===== config.mk =====
export PLATFORM = sky130hd
export DESIGN_NAME = word_serializer
export DESIGN_NICKNAME = d
export VERILOG_FILES = /design/src/rtl/word_serializer_pkg.sv /design/src/rtl/ws_release.sv /design/src/rtl/ws_sequencer.sv /design/src/rtl/ws_shifter.sv /design/src/rtl/word_serializer.sv
export SDC_FILE = /design/constraint.sdc
export NUM_CORES = 1
export LEC_CHECK = 0
export BUFFER_PORTS_ARGS = -buffer_cell sky130_fd_sc_hd__buf_4
export CORE_AREA = 2 2 39 41
export DETAILED_ROUTE_END_ITERATION = 16
export DIE_AREA = 0 0 41 43
export PLACE_DENSITY_LB_ADDON = 0.1
export SLEW_MARGIN = 10
export SYNTH_ARGS = -nofsm -noshare
export SYNTH_HDL_FRONTEND = slang
export SYNTH_SLANG_ARGS = --single-unit

===== constraint.sdc =====
create_clock -name bit_clk -period 2.35 [get_ports bit_clk]
set_input_delay 0.3525 -clock bit_clk [delete_from_list [all_inputs] [get_ports bit_clk]]
set_output_delay 0.3525 -clock bit_clk [all_outputs]
set_load 0.02 [all_outputs]

===== src/rtl/word_serializer_pkg.sv =====
package word_serializer_pkg;
    localparam int unsigned WORD_W = 8;
    localparam int unsigned POS_W  = $clog2(WORD_W);

    typedef struct packed {
        logic [POS_W-1:0] pos;
        logic             wclk;
    } seq_state_t;

    typedef struct packed {
        logic [WORD_W-1:0] shreg;
        logic              sbit;
    } shift_state_t;
endpackage


===== src/rtl/ws_release.sv =====
module ws_release (
    input  logic clk,
    input  logic hold,
    output logic armed
);
    logic arm_d, arm_q;

    always_comb begin
        arm_d = 1'b1;
    end

    // Falling-edge flop: the first falling edge after hold leaves arms the block
    always_ff @(negedge clk or posedge hold) begin
        if (hold) arm_q <= 1'b0;
        else      arm_q <= arm_d;
    end

    assign armed = arm_q;
endmodule


===== src/rtl/ws_sequencer.sv =====
module ws_sequencer
    import word_serializer_pkg::*;
(
    input  logic clk,
    input  logic hold,
    input  logic armed,
    output logic load,
    output logic wclk
);
    localparam logic [POS_W-1:0] LAST_POS = POS_W'(WORD_W - 1);
    localparam logic [POS_W-1:0] HALF_POS = POS_W'(WORD_W / 2);

    seq_state_t st_d, st_q;

    always_comb begin
        st_d = st_q;
        if (armed) begin
            st_d.pos  = (st_q.pos == LAST_POS) ? '0 : st_q.pos + POS_W'(1);
            st_d.wclk = (st_q.pos < HALF_POS);
        end
    end

    always_ff @(posedge clk or posedge hold) begin
        if (hold) st_q <= '0;
        else      st_q <= st_d;
    end

    assign load = armed && (st_q.pos == '0);
    assign wclk = st_q.wclk;


    pos_step_chk: assert property (@(posedge clk) disable iff (hold)
        armed |=> (st_q.pos == (($past(st_q.pos) == LAST_POS) ? '0 : $past(st_q.pos) + POS_W'(1))));


    wclk_rise_chk: assert property (@(posedge clk) disable iff (hold)
        load |=> wclk);


    wclk_fall_chk: assert property (@(posedge clk) disable iff (hold)
        (armed && st_q.pos == HALF_POS) |=> !wclk);
endmodule


===== src/rtl/ws_shifter.sv =====
module ws_shifter
    import word_serializer_pkg::*;
(
    input  logic              clk,
    input  logic              hold,
    input  logic              load,
    input  logic [WORD_W-1:0] word,
    output logic              sbit
);
    shift_state_t sh_d, sh_q;

    always_comb begin
        sh_d.sbit = sh_q.shreg[0];
        if (load) sh_d.shreg = word;
        else      sh_d.shreg = {1'b0, sh_q.shreg[WORD_W-1:1]};
    end

    always_ff @(posedge clk or posedge hold) begin
        if (hold) sh_q <= '0;
        else      sh_q <= sh_d;
    end

    assign sbit = sh_q.sbit;


    first_bit_chk: assert property (@(posedge clk) disable iff (hold)
        load |=> ##1 (sbit == $past(word[0], 2)));
endmodule


===== src/rtl/word_serializer.sv =====
module word_serializer
    import word_serializer_pkg::*;
(
    input  logic              bit_clk,
    input  logic              sync_hold,
    input  logic [WORD_W-1:0] par_word,
    output logic              ser_bit,
    output logic              word_clk
);
    logic armed;
    logic load;

    ws_release u_release (
        .clk   (bit_clk),
        .hold  (sync_hold),
        .armed (armed)
    );

    ws_sequencer u_seq (
        .clk   (bit_clk),
        .hold  (sync_hold),
        .armed (armed),
        .load  (load),
        .wclk  (word_clk)
    );

    ws_shifter u_shift (
        .clk   (bit_clk),
        .hold  (sync_hold),
        .load  (load),
        .word  (par_word),
        .sbit  (ser_bit)
    );


    start_armed_chk: assert property (@(posedge bit_clk) disable iff (sync_hold)
        $rose(word_clk) |-> $past(armed));
endmodule


Yosys cells after proc, flatten, opt, wreduce, memory -nomap -nowiden

Index checks and enable logic that the tools add are counted.

Bits in registers: 14
Bits in latches: 0
Bits in writable memories: 0
Memory bits (read-only): 0
Bits of input ports: 10
Output and inout bits: 2
Word-level logic and storage cells: 12
Memories: 0

$add $sub $neg: 1
Multipliers: 0
Divide/modulo/power cells: 0
$lt $le $gt $ge: 1
Equality and inequality tests: 1
Shift-type cells: 0
Mux-type cells: 2
Bitwise logic cells: 0
Reduce and logical (&&, ||, !) cells: 2

Operators by type and width:

| operator                                                      | number |
|---|---|
| 8-bit 2-to-1 mux                                              | 1 |
| 3-bit by 1-bit adder with 3-bit output, second input constant | 1 |
| 3-bit equality test, second input constant                    | 1 |
| 3-bit logical NOT                                             | 1 |
| 3-bit < comparator, second input constant                     | 1 |
| 3-bit 2-to-1 mux                                              | 1 |
| 1-bit logical AND                                             | 1 |

Logic depth before layout (Yosys ltp)

Depth in word-level cells: 3
Mapped depth: 4
Gate-level depth less buffers: 4

Cells and area by module

A second synthesis with hierarchy kept.

Cells, all modules: 40
Area, all modules: 591.8 sq um

Modules (own cells, without submodules):

| module       | instances | cells an instance | area each (sq um) | seq. area each (sq um) |
|---|---|---|---|---|
| ws_shifter   | 1         | 19                | 352.8             | 225.2 |
| ws_sequencer | 1         | 18                | 206.4             | 100.1 |
| ws_release   | 1         | 3                 | 32.5              | 25.0 |

==> metrics <==
die area 1760 sq um; Initial Util 41.0%; gr usage total 12.6%; Worst Hold Class in2async; MaxCap Viol Count 0; Multi-input gate area 188 sq um; layout cells sized above 1 47.3%; largest net degree at the start of global routing 14; Area growth syn-to-layout 25.1%; First-pass DRT Iterations 2; Cell Area, Synth 568 sq um; antenna viol nets, final 0; CORE AREA 1380 sq um; Yosys reg bits 14; startpoint types register; synthesized area per cell 14.6 sq um; Slowest-stage cell, CP dfrtn_1; Top Family by Delay on Critical Path flip-flops; final setup vio count 0; DIE HEIGHT 43 um; CP endpoint kind register; Crit path largest cell delay 0.53 ns; Rows 14; Synth Instances 39; post_cts resized 0; post-DR vias/cell 4.44; final net count 69; sequential share of the synthesized area 61.7%; initial drt markers 4; Die Width 41 um; clock slew at reported path FFs 0.08 ns; gr ovfl total 0; clock sinks 14; syn_nets 52; Slew Limit Fails 0; GPL Wtd Cong 0.638; Yosys cell types 13; critical path type reg2reg; # diodes 0; root buffer cell clkbuf_4; Critical Path AT 2.44 ns; Post-CTS Setup Bufs 0; WP buf/inv 0; Pleak 0.000389 uW; Reg area 350 sq um; Sum Neg Setup Slack 0 ns; global-route wire length before repair 1410 um; CP max FO 8; Routed WL 783 um; Ports 12; skew final 0.00828 ns; PD cells 1050 nW/um^2; Max Buffers Root-to-Sink 2; Via Count 315; RSZ-0062 raised after global routing no; H-tree levels 1; DR WL/cell 11.0 um; crit path cell chain nand3b_4, mux2_2; vias in the first global route 359; final hold vios 0; peak supply drop 401 uV; clock tree from TritonCTS yes; CTS buffer count 3; Overall Power 746 uW; initial antenna violation count 0; Worst Path Required 2.51 ns; status finished, final reports clean; Post-CTS Hold Fix Bufs 0; filler instances 133; Final HPWL DP 630 um; DRC errors left 0; clock latency on the worst-skew pair 0.28 ns; Port Buffers 11; Synth warnings 0
[logic make-up (layout without fill, tap and decap cells)]
kind of cell | Yosys count | in the layout | synth area share (%)
adders and majority gates | 3 | 3 | 6.61
buffers and inverters | 6 | 22 | 5.29
AOI/OAI and AO/OA | 2 | 2 | 1.76
and+or+nand+nor | 4 | 4 | 6.39
DFF | 14 | 14 | 61.7
muxes | 9 | 9 | 17.6
other | 1 | 1 | 0.660
[through the flow]
stage	std cells	setup WS, ns	utilization [%]	area, sq um	hold slack (ns)
2_1_floorplan	39	0.156	-	568	0.242
3_3_place_gp	67	0.101	48.7	674	0.335
3_5_place_dp	67	0.0614	48.7	674	0.365
4_1_cts	71	0.0640	51.4	711	0.116
5_1_grt	71	0.0259	51.4	711	0.113
6_report	71	0.0694	51.4	711	0.113
[worst reg2reg max path, cell delays in order (launching register included)]
cell,delay (ns)
dfrtn_1,0.53
nand3b_4,0.16
mux2_2,0.30
[final timing paths]
kind,from,endpoint,slack [ns],depth (start not counted)
worst min-delay path,sync_hold,u_shift.sh_q[8],0.11,3
worst max register to register,u_release.armed,u_shift.sh_q[3],0.07,2
worst max-delay path,u_release.armed,u_shift.sh_q[3],0.07,2
min in group bit_clk,par_word[7],u_shift.sh_q[8],0.29,3
worst min register to register,u_shift.sh_d[0],u_shift.sbit,0.37,0
max in group asynchronous,sync_hold,u_release.armed,1.23,2
[state kept, by name (all words and copies together) (netlist names)]
register / count
u_seq.wclk: 1
u_seq.st_q: 3
u_shift.sh_d: 1
u_shift.sh_q: 7
u_release.armed: 1
u_shift.sbit: 1
[synthesized netlist by cell type]
master	number	area, sq um
mux2i_1	1	10.0
ha_1	3	37.5
nor2_1	1	3.75
inv_1	5	18.8
dfrtp_1	13	325
conb_1	1	3.75
mux2_2	8	90.1
dfrtn_1	1	25.0
o21ai_0	2	10.0
nand3b_4	1	20.0
buf_6	1	11.3
nand2_1	1	3.75
or3b_1	1	8.76
[layer usage]
metal | part of all wire [%] | vias up | wire, um | GRT usage, %
li1 | - | 157 | - | -
met3 | 5.7 | 0 | 45 | 4.71
met2 | 52 | 8 | 410 | 18.8
met4 | 0 | 0 | 0 | 6.00
met5 | 0 | - | 0 | 0
met1 | 42 | 150 | 327 | 15.4
[layout by cell type (no fill, tap or decap)]
| cell | synthesis | routed |
|---|---|---|
| mux2_2 | 8 | 8 |
| buf_4 | 0 | 13 |
| mux2i_1 | 1 | 1 |
| nand2_1 | 1 | 1 |
| o21ai_0 | 2 | 2 |
| conb_1 | 1 | 1 |
| dfrtp_1 | 13 | 13 |
| dfrtn_1 | 1 | 1 |
| clkbuf_4 | 0 | 3 |
| inv_1 | 5 | 5 |
| clkbuf_8 | 0 | 1 |
| ha_1 | 3 | 3 |
| or3b_1 | 1 | 1 |
| nand3b_4 | 1 | 1 |
| nor2_1 | 1 | 1 |
[final cells by class]
type                       count  share of cell area, %
sequential                    14                   49.3
clock buffer                   4                   5.11
inverter                       5                   2.64
tap                           16                   2.82
timing repair buffer          13                   13.7
multi-input combinational     19                   26.4
[power by group]
| part | switching (uW) | internal [uW] |
|---|---|---|
| Clock | 71.0 | 94.1 |
| Sequential | 38.7 | 329 |
| Combinational | 90.4 | 122 |
| Total | 200 | 545 |
No activity file was read; power rests on OpenSTA's default activity.
